$ cat config.mk
export PLATFORM = sky130hd
export DESIGN_NAME = chphase_capture
export DESIGN_NICKNAME = d
export VERILOG_FILES = /design/src/rtl/capsel_pkg.sv /design/src/rtl/capsel_deser.sv /design/src/rtl/capsel_filter.sv /design/src/rtl/capsel_ctrl.sv /design/src/rtl/chphase_capture.sv
export SDC_FILE = /design/constraint.sdc
export NUM_CORES = 1
export LEC_CHECK = 0
export BUFFER_PORTS_ARGS = -buffer_cell sky130_fd_sc_hd__buf_4
export CAP_MARGIN = 30
export CELL_PAD_IN_SITES_DETAIL_PLACEMENT = 1
export CELL_PAD_IN_SITES_GLOBAL_PLACEMENT = 1
export CORE_ASPECT_RATIO = 0.75
export CORE_MARGIN = 4
export CORE_UTILIZATION = 40
export CTS_CLUSTER_SIZE = 40
export DETAILED_ROUTE_END_ITERATION = 8
export GPL_ROUTABILITY_DRIVEN = 0
export PLACE_DENSITY = 0.78
export SLEW_MARGIN = 10
export SYNTH_ARGS = -nofsm -noshare
export SYNTH_HDL_FRONTEND = slang
export SYNTH_SLANG_ARGS = --single-unit
$ cat constraint.sdc
create_clock -name clk -period 1.8 [get_ports clk]
set_input_delay 0.27 -clock clk [delete_from_list [all_inputs] [get_ports clk]]
set_output_delay 0.27 -clock clk [all_outputs]
set_load 0.1 [all_outputs]
$ cat src/rtl/capsel_pkg.sv
package capsel_pkg;

   typedef enum logic [1:0] {
      PH_I_ONLY = 2'd0,
      PH_Q_ONLY = 2'd1,
      PH_ALT_IQ = 2'd2,
      PH_ALT_QI = 2'd3
   } phase_mode_e;

   localparam int unsigned SLOT_W = 2;

   typedef struct packed {
      logic        chan;
      phase_mode_e mode;
   } capture_cfg_t;

endpackage

$ cat src/rtl/capsel_deser.sv
module capsel_deser #(
   parameter int unsigned WORD_W    = 24,
   parameter bit          MSB_FIRST = 1'b1
) (
   input  logic                         clk,
   input  logic                         rst_n,
   input  logic                         ser_bit_i,
   input  logic                         ser_first_i,
   output logic                         word_valid_o,
   output logic [WORD_W-1:0]            word_o,
   output logic [capsel_pkg::SLOT_W-1:0] slot_o
);
   localparam int unsigned CNT_W = (WORD_W > 2) ? $clog2(WORD_W) : 1;
   localparam int unsigned SW    = capsel_pkg::SLOT_W;

   if (WORD_W < 2) begin : g_bad_width
      $error("capsel_deser: WORD_W must be at least 2");
   end

   logic [WORD_W-1:0] shreg_q, shifted;
   logic [CNT_W-1:0]  bit_cnt_q;
   logic [SW-1:0]     slot_q;
   logic              locked_q;
   logic              last_bit;

   // Bit order variant chosen at elaboration.
   if (MSB_FIRST) begin : g_msb
      assign shifted = {shreg_q[WORD_W-2:0], ser_bit_i};
   end else begin : g_lsb
      assign shifted = {ser_bit_i, shreg_q[WORD_W-1:1]};
   end

   assign last_bit = (bit_cnt_q == CNT_W'(WORD_W - 1));

   always_ff @(posedge clk) begin
      if (!rst_n) begin
         shreg_q      <= '0;
         bit_cnt_q    <= '0;
         slot_q       <= '0;
         locked_q     <= 1'b0;
         word_valid_o <= 1'b0;
         word_o       <= '0;
         slot_o       <= '0;
      end else begin
         word_valid_o <= 1'b0;
         shreg_q      <= shifted;
         if (ser_first_i) begin
            locked_q  <= 1'b1;
            slot_q    <= '0;
            bit_cnt_q <= CNT_W'(1);
         end else if (locked_q) begin
            if (last_bit) begin
               bit_cnt_q    <= '0;
               word_valid_o <= 1'b1;
               word_o       <= shifted;
               slot_o       <= slot_q;
               slot_q       <= slot_q + 1'b1;
            end else begin
               bit_cnt_q <= bit_cnt_q + 1'b1;
            end
         end
      end
   end


   word_single_cycle_chk: assert property (@(posedge clk) disable iff (!rst_n)
      word_valid_o |=> !word_valid_o);

   word_after_lock_chk: assert property (@(posedge clk) disable iff (!rst_n)
      word_valid_o |-> locked_q);

endmodule

$ cat src/rtl/capsel_filter.sv
module capsel_filter
   import capsel_pkg::*;
(
   input  logic              clk,
   input  logic              rst_n,
   input  logic              word_valid_i,
   input  logic [SLOT_W-1:0] slot_i,
   input  capture_cfg_t      cfg_i,
   input  logic              arm_i,
   input  phase_mode_e       arm_mode_i,
   input  logic              busy_i,
   output logic              store_o
);
   logic ph_exp_q;
   logic chan_hit, phase_hit;
   logic word_ph;

   assign word_ph  = slot_i[0];
   assign chan_hit = (slot_i[1] == cfg_i.chan);

   always_comb begin
      unique case (cfg_i.mode)
         PH_I_ONLY: phase_hit = !word_ph;
         PH_Q_ONLY: phase_hit = word_ph;
         default:   phase_hit = (word_ph == ph_exp_q);
      endcase
   end

   assign store_o = word_valid_i && busy_i && chan_hit && phase_hit;

   always_ff @(posedge clk) begin
      if (!rst_n) begin
         ph_exp_q <= 1'b0;
      end else if (arm_i) begin
         ph_exp_q <= (arm_mode_i == PH_ALT_QI);
      end else if (store_o) begin
         ph_exp_q <= !ph_exp_q;
      end
   end

   // Checker state: phase of the previous store in this capture.
   logic last_ph_q, have_prev_q;
   always_ff @(posedge clk) begin
      if (!rst_n || arm_i) begin
         last_ph_q   <= 1'b0;
         have_prev_q <= 1'b0;
      end else if (store_o) begin
         last_ph_q   <= word_ph;
         have_prev_q <= 1'b1;
      end
   end


   alt_phase_toggle_chk: assert property (@(posedge clk) disable iff (!rst_n)
      store_o && cfg_i.mode[1] && have_prev_q |-> word_ph != last_ph_q);

endmodule

$ cat src/rtl/capsel_ctrl.sv
module capsel_ctrl
   import capsel_pkg::*;
#(
   parameter int unsigned WORD_W = 24,
   parameter int unsigned ADDR_W = 15
) (
   input  logic              clk,
   input  logic              rst_n,
   input  logic              start_i,
   input  capture_cfg_t      cfg_in_i,
   input  logic              store_i,
   input  logic [WORD_W-1:0] word_i,
   output logic              arm_o,
   output capture_cfg_t      cfg_o,
   output logic              busy_o,
   output logic              done_o,
   output logic              mem_we_o,
   output logic [ADDR_W-1:0] mem_addr_o,
   output logic [WORD_W-1:0] mem_data_o
);
   localparam logic [ADDR_W-1:0] ADDR_LAST = {ADDR_W{1'b1}};

   if (ADDR_W < 1 || ADDR_W > 24) begin : g_bad_addr
      $error("capsel_ctrl: ADDR_W out of range");
   end

   logic [ADDR_W-1:0] addr_q;

   assign arm_o = start_i && !busy_o;

   always_ff @(posedge clk) begin
      if (!rst_n) begin
         busy_o     <= 1'b0;
         done_o     <= 1'b0;
         addr_q     <= '0;
         cfg_o      <= '{chan: 1'b0, mode: PH_I_ONLY};
         mem_we_o   <= 1'b0;
         mem_addr_o <= '0;
         mem_data_o <= '0;
      end else begin
         mem_we_o <= 1'b0;
         if (arm_o) begin
            busy_o <= 1'b1;
            done_o <= 1'b0;
            addr_q <= '0;
            cfg_o  <= cfg_in_i;
         end else if (store_i) begin
            mem_we_o   <= 1'b1;
            mem_addr_o <= addr_q;
            mem_data_o <= word_i;
            addr_q     <= addr_q + 1'b1;
            if (addr_q == ADDR_LAST) begin
               busy_o <= 1'b0;
               done_o <= 1'b1;
            end
         end
      end
   end


   busy_done_excl_chk: assert property (@(posedge clk) disable iff (!rst_n)
      !(busy_o && done_o));

   done_on_last_chk: assert property (@(posedge clk) disable iff (!rst_n)
      $rose(done_o) |-> mem_we_o && mem_addr_o == ADDR_LAST);

   start_busy_ignored_chk: assert property (@(posedge clk) disable iff (!rst_n)
      busy_o && start_i && !store_i |=> $stable(addr_q) && busy_o);

endmodule

$ cat src/rtl/chphase_capture.sv
module chphase_capture
   import capsel_pkg::*;
#(
   parameter int unsigned WORD_W    = 24,
   parameter int unsigned ADDR_W    = 15,
   parameter bit          MSB_FIRST = 1'b1
) (
   input  logic              clk,
   input  logic              rst_n,
   input  logic              ser_bit_i,
   input  logic              ser_first_i,
   input  logic              chan_sel_i,
   input  logic [1:0]        phase_mode_i,
   input  logic              start_i,
   output logic              mem_we_o,
   output logic [ADDR_W-1:0] mem_addr_o,
   output logic [WORD_W-1:0] mem_data_o,
   output logic              done_o,
   output logic              busy_o
);
   logic              word_valid;
   logic [WORD_W-1:0] word;
   logic [SLOT_W-1:0] slot;
   logic              store, arm;
   capture_cfg_t      cfg_in, cfg_live;

   assign cfg_in = '{chan: chan_sel_i, mode: phase_mode_e'(phase_mode_i)};

   capsel_deser #(.WORD_W(WORD_W), .MSB_FIRST(MSB_FIRST)) deser_i (
      .clk(clk), .rst_n(rst_n),
      .ser_bit_i(ser_bit_i), .ser_first_i(ser_first_i),
      .word_valid_o(word_valid), .word_o(word), .slot_o(slot)
   );

   capsel_filter filter_i (
      .clk(clk), .rst_n(rst_n),
      .word_valid_i(word_valid), .slot_i(slot), .cfg_i(cfg_live),
      .arm_i(arm), .arm_mode_i(cfg_in.mode), .busy_i(busy_o),
      .store_o(store)
   );

   capsel_ctrl #(.WORD_W(WORD_W), .ADDR_W(ADDR_W)) ctrl_i (
      .clk(clk), .rst_n(rst_n),
      .start_i(start_i), .cfg_in_i(cfg_in), .store_i(store), .word_i(word),
      .arm_o(arm), .cfg_o(cfg_live), .busy_o(busy_o), .done_o(done_o),
      .mem_we_o(mem_we_o), .mem_addr_o(mem_addr_o), .mem_data_o(mem_data_o)
   );


   write_follows_word_chk: assert property (@(posedge clk) disable iff (!rst_n)
      mem_we_o |-> $past(word_valid));

endmodule

After elaboration in Yosys (flattened, before gate mapping)

Cells that the tools add are included.

Add/subtract/negate cells: 3
Equal/unequal tests: 6
Multiplexer cells: 11
Bitwise operators: 4
Reduce and logical (&&, ||, !) cells: 19

Operator list:

| kind                                                            | number |
|---|---|
| 15-bit by 1-bit adder with 15-bit output, second input constant | 1 |
| 15-bit == test, second input constant                           | 1 |
| 1-bit 2-to-1 mux                                                | 9 |
| 2-bit AND reduction                                             | 4 |
| 2-bit nonzero test                                              | 3 |
| 5-bit by 1-bit adder with 5-bit output, second input constant   | 1 |
| 5-bit == test, second input constant                            | 1 |
| 5-bit 2-to-1 mux                                                | 1 |
| 1-bit logical AND                                               | 4 |
| 1-bit NOT                                                       | 4 |
| 2-bit OR reduction                                              | 2 |
| 1-bit logical NOT                                               | 3 |
| 3-bit AND reduction                                             | 1 |
| 3-bit OR reduction                                              | 1 |
| 2-bit by 1-bit adder with 2-bit output, second input constant   | 1 |
| 1-bit == test                                                   | 2 |
| 2-bit by 1-bit == test with 1-bit output, second input constant | 1 |
| 2-bit == test, second input constant                            | 1 |
| 2-bit logical NOT                                               | 1 |
| 1-bit case mux with 2 select lines                              | 1 |

Register bits after elaboration: 119
Input port bits: 8
Output and inout bits: 42
Logic and storage cells: 60

Logic depth before layout (Yosys ltp)

Depth in word-level cells: 5
Depth in mapped cells: 7

Cells and area by module

Synthesis repeated with hierarchy kept, for this count alone.

Cell total of the unflattened synthesis: 499
Area total of the unflattened synthesis: 4484.3 sq um

Modules (own cells, without submodules):

| module        | times used | cells each | area each (sq um) | sequential area each (sq um) |
|---|---|---|---|---|
| capsel_ctrl   | 1          | 284        | 2389.8            | 1201.2 |
| capsel_deser  | 1          | 200        | 1988.2            | 1161.1 |
| capsel_filter | 1          | 15         | 106.4             | 20.0 |

Least setup slack after synthesis

OpenSTA, ideal clock, no wires.

Path kind: reg2reg
Start: register ctrl_i.busy_o
End: register ctrl_i.addr_q[11]
Arrival: 2.089 ns
Required time: 1.685 ns
Path slack: -0.403 ns
Cell stages (with the launch flop): 6
Buffers on the path: 1
Period minus slack after synthesis: 2.203 ns
Cell sequence: dfxtp_1 > and2_0 > nand2_1 > clkbuf_1 > o31a_1 > o21a_1

Longest elaborated chain between the ends: 3
Elaborated cells on any way between the ends: 6

RTL lines:

| what                                                              | RTL line                               | text |
|---|---|---|
| from (decl)                                                       | capsel_ctrl.sv:15                      | `output logic busy_o,` |
| from (signal assigned)                                            | capsel_ctrl.sv:33                      | `busy_o <= 1'b0;` |
| from (signal assigned)                                            | capsel_ctrl.sv:43                      | `busy_o <= 1'b1;` |
| from (signal assigned)                                            | capsel_ctrl.sv:53                      | `busy_o <= 1'b0;` |
| 1-bit logical NOT or 1-bit logical AND (tied branches)            | capsel_ctrl.sv:29, capsel_filter.sv:29 |  |
| 1-bit logical AND, on equally long branches                       | capsel_ctrl.sv:29, capsel_filter.sv:29 |  |
| 2-bit OR reduction (no line) or 1-bit logical AND (tied branches) | n/a                                    |  |
| to (signal assigned)                                              | capsel_ctrl.sv:51                      | `addr_q <= addr_q + 1'b1;` |
| to (decl)                                                         | capsel_ctrl.sv:27                      | `logic [ADDR_W-1:0] addr_q;` |

Several ways; a longest one is shown, not always the timed one.
A chain may end at the register's enable or synchronous reset.

Worst setup path after layout

Start: register ctrl_i.cfg_o[1] in the netlist's numbering
End: register ctrl_i.addr_q[7]

Longest elaborated chain between the ends: 3
Elaborated cells on any way between the ends: 4

RTL lines:

| what                                                                          | RTL line            | text |
|---|---|---|
| from (decl)                                                                   | capsel_ctrl.sv:14   | `output capture_cfg_t cfg_o,` |
| from (signal assigned)                                                        | capsel_ctrl.sv:36   | `cfg_o <= '{chan: 1'b0, mode: PH_I_ONLY};` |
| from (signal assigned)                                                        | capsel_ctrl.sv:46   | `cfg_o <= cfg_in_i;` |
| 2-bit by 1-bit == test with 1-bit output or 2-bit logical NOT (tied branches) | capsel_filter.sv:22 | `unique case (cfg_i.mode)` |
| 1-bit case mux with 2 select lines (*)                                        | capsel_filter.sv:22 |  |
| 1-bit logical AND (*)                                                         | capsel_filter.sv:29 | `assign store_o = word_valid_i && busy_i && chan_hit && phase_hit;` |

Every way passes the cells marked *; elsewhere a longest branch is shown, timed or not.

==> flow_summary.json <==
{
  "ys_seq_elements": 119,
  "drt-pass1-iter-count": 5,
  "port_buffers": 49,
  "layout_commonest_cell": "dfxtp_1",
  "setup_violations": 0,
  "vias": 3924,
  "fin_skew_ns": 0.00553,
  "irDropWorstVdd_v": 0.000729,
  "grt_pass1_wl_mm": 20.8,
  "fin_crit_ns": 1.75,
  "cts_buffer_depth": 2,
  "critical_path_class": "reg -> reg",
  "die_area_um2": 12700,
  "r2r_slack_ns": 0.05,
  "viasPerCell": 5.54,
  "cts_tree": "done",
  "worstPathMaxFanout": 29,
  "cap_violations": 0,
  "synth_cells": 505,
  "core_area_um2": 10500,
  "hp-class": "in -> reg",
  "cts.sinks": 119,
  "ys_seq_area_share_pct": 54.4,
  "drv_slew": 0,
  "initial_core_util_pct": 41.7,
  "timing.rr.start": "ctrl_i.cfg_o[1]",
  "hold_path_depth": 2,
  "tns_ns": 0,
  "leakagePower_nw": 2.05,
  "die_h_um": 98.6,
  "cts_made_buffers": 17,
  "grt_max_degree": 30,
  "yosysWarningCount": 0,
  "rr_endpoint": "ctrl_i.addr_q[7]",
  "placed_cells": 677,
  "final_cell_mix": "dfxtp_1 (117), a21oi_1 (84), buf_4 (73)",
  "required_ns": 2.14,
  "cts.reportedPaths.clkPinSlew_ns": 0.05,
  "grt_usage_pct": 20.6,
  "postCtsSetupRepairBufs": 0,
  "nets": 570,
  "tightestPinTransition_ns": 0.322,
  "critPathLaunchType": "flop",
  "avgRoutedWirePerCell_um": 17.6,
  "synth_cell_types": 36,
  "grt_pass1_vias": 4157,
  "syn_nets": 515,
  "drt_iter0_drc": 281,
  "fin_cells": 708,
  "synth_top_family_by_area": "simple AND/OR/NAND/NOR gates",
  "rows": 32,
  "cp-end-kind": "flop",
  "nFillCells": 1220,
  "worstHoldStart": "ser_bit_i",
  "fin_ws_ns": 0.0547,
  "insertion_delay_ns": 0.41,
  "drive_above_1_share_pct": 20.6,
  "endpoint": "ctrl_i.addr_q[7]",
  "drtAntennaViolNets": 0,
  "antenna_found_initial": 0,
  "critical_path_arrival_ns": 2.08,
  "synth-xor-area-share_pct": 1.40,
  "muxShareOfSynthArea_pct": 1.26,
  "setup.worst_path.start": "ctrl_i.cfg_o[1]",
  "cts-root-buf": "clkbuf_16",
  "grt_overflow": 0,
  "maxSlewHeadroom_pct": 78.3,
  "io_pins": 50,
  "final-hold-violation-count": 0,
  "pre_cts_slack_ns": 0.0722,
  "syn_area_per_cell_um2": 8.67,
  "drc": 0,
  "area_growth_pct": 27.9,
  "die_x_um": 129,
  "htree_levels": 4,
  "max_freq_mhz": 573,
  "hpwlAfterDp_mm": 7.96,
  "fin_hold_ws_ns": 0.0754,
  "synth-simple-area-share_pct": 21.6,
  "routed_wl_mm": 12.5,
  "netlist_area_um2": 4380,
  "synth_fa_ha_area_share_pct": 0.572,
  "diodes": 0,
  "cellPowerDensity_nw_per_um2": 1070,
  "r2r_cells": 5,
  "status": "complete, no violations",
  "synth_compound_area_share_pct": 16.8,
  "min_period_over_period_pct": 97.0
}
-- logic make-up after synthesis --
kind of cell,count (synthesis)
compound gates,141
flops,119
buf+inv,44
simple gates,187
fa+ha+maj,2
xor+xnor,7
mux,5
-- synthesized netlist by cell type --
master,instances,area share [%]
buf_2,4,0.46
nand3_1,45,5.1
mux2_2,1,0.26
a22o_1,1,0.20
nand2_1,66,5.7
nand4b_1,1,0.20
ha_1,2,0.57
xor2_1,4,0.80
nand4_1,8,1.1
clkbuf_1,35,3.0
nor3_1,4,0.46
or3_1,6,0.86
nor4_1,1,0.14
nor3b_1,3,0.51
and3_1,5,0.71
xnor2_1,3,0.60
o31ai_1,7,1.2
o21a_1,1,0.17
or4_1,7,1.2
dfxtp_1,119,54
and4b_1,1,0.23
inv_1,3,0.26
and2_0,1,0.14
a21oi_1,85,9.7
o21ai_0,45,5.1
and3b_1,1,0.20
o31a_1,1,0.20
mux2i_1,3,0.69
and4_1,2,0.40
nor2_1,9,0.77
and2_1,24,3.4
a311oi_1,1,0.20
mux2i_2,1,0.31
nand2b_1,2,0.29
buf_1,2,0.17
nor2b_1,1,0.14
-- layer usage --
layer	vias to the layer above	global-route usage [%]	share of wire (%)
met1	1957	25.5	44
met4	0	7.59	1.2
met2	74	33.7	51
met3	13	6.61	4.2
li1	1880	-	-
met5	-	0	0
-- repair_timing --
item,CTS,global route
hold buffers,0,0
setup endpoints to repair,0,17
resized for setup,0,8
-- state kept, by name, summed over array words and instances (netlist names), 2 cells and up --
register	count
deser_i.slot_q	2
ctrl_i.mem_data_o	24
ctrl_i.mem_addr_o	15
deser_i.word_o	24
ctrl_i.addr_q	15
deser_i.slot_o	2
deser_i.shreg_q	23
ctrl_i.cfg_o	3
deser_i.bit_cnt_q	5
-- critical path, cell delays in order (launching register included) --
cell and delay, ns:
dfxtp_2 0.34, mux2i_2 0.27, xnor2_2 0.14, buf_12 0.18, or4_1 0.56, a21oi_1 0.18
-- power breakdown --
part / total, mW / switching, mW / leakage (nW) / internal, mW
Clock: 3.11 / 1.16 / 0.266 / 1.95
Combinational: 0.212 / 0.146 / 0.828 / 0.0663
Sequential: 2.67 / 0.0142 / 0.961 / 2.65
Total: 5.99 / 1.32 / 2.05 / 4.66
-- metrics by stage --
step	utilization, %	total power, mW	cell area [µm²]
2_1_floorplan	-	2.84	4380
3_3_place_gp	48.0	2.92	5040
3_5_place_dp	48.0	2.93	5040
4_1_cts	53.2	6.03	5580
5_1_grt	53.4	6.21	5600
6_report	53.4	5.98	5600
-- area by class of cell --
cell class / count / area (µm²) / share of cell area, %
inverter: 3 / 11.3 / 0.201
multi-input combinational: 342 / 1860 / 33.3
clock inverter: 9 / 76.3 / 1.36
sequential: 119 / 2390 / 42.6
timing repair buffer: 77 / 628 / 11.2
tap: 136 / 170 / 3.04
clock buffer: 22 / 464 / 8.29
-- worst min path at each step --
| stage | endpoint | slack, ns |
|---|---|---|
| 2_1_floorplan | deser_i.word_valid_o | 0.35 |
| 3_3_place_gp | deser_i.word_o[23] | 0.43 |
| 3_5_place_dp | deser_i.word_o[12] | 0.44 |
| 4_1_cts | deser_i.shreg_q[0] | 0.07 |
| 5_1_grt | deser_i.shreg_q[0] | 0.06 |
| 6_report | deser_i.shreg_q[0] | 0.08 |
Note: power is estimated with default switching activity, not from simulation.
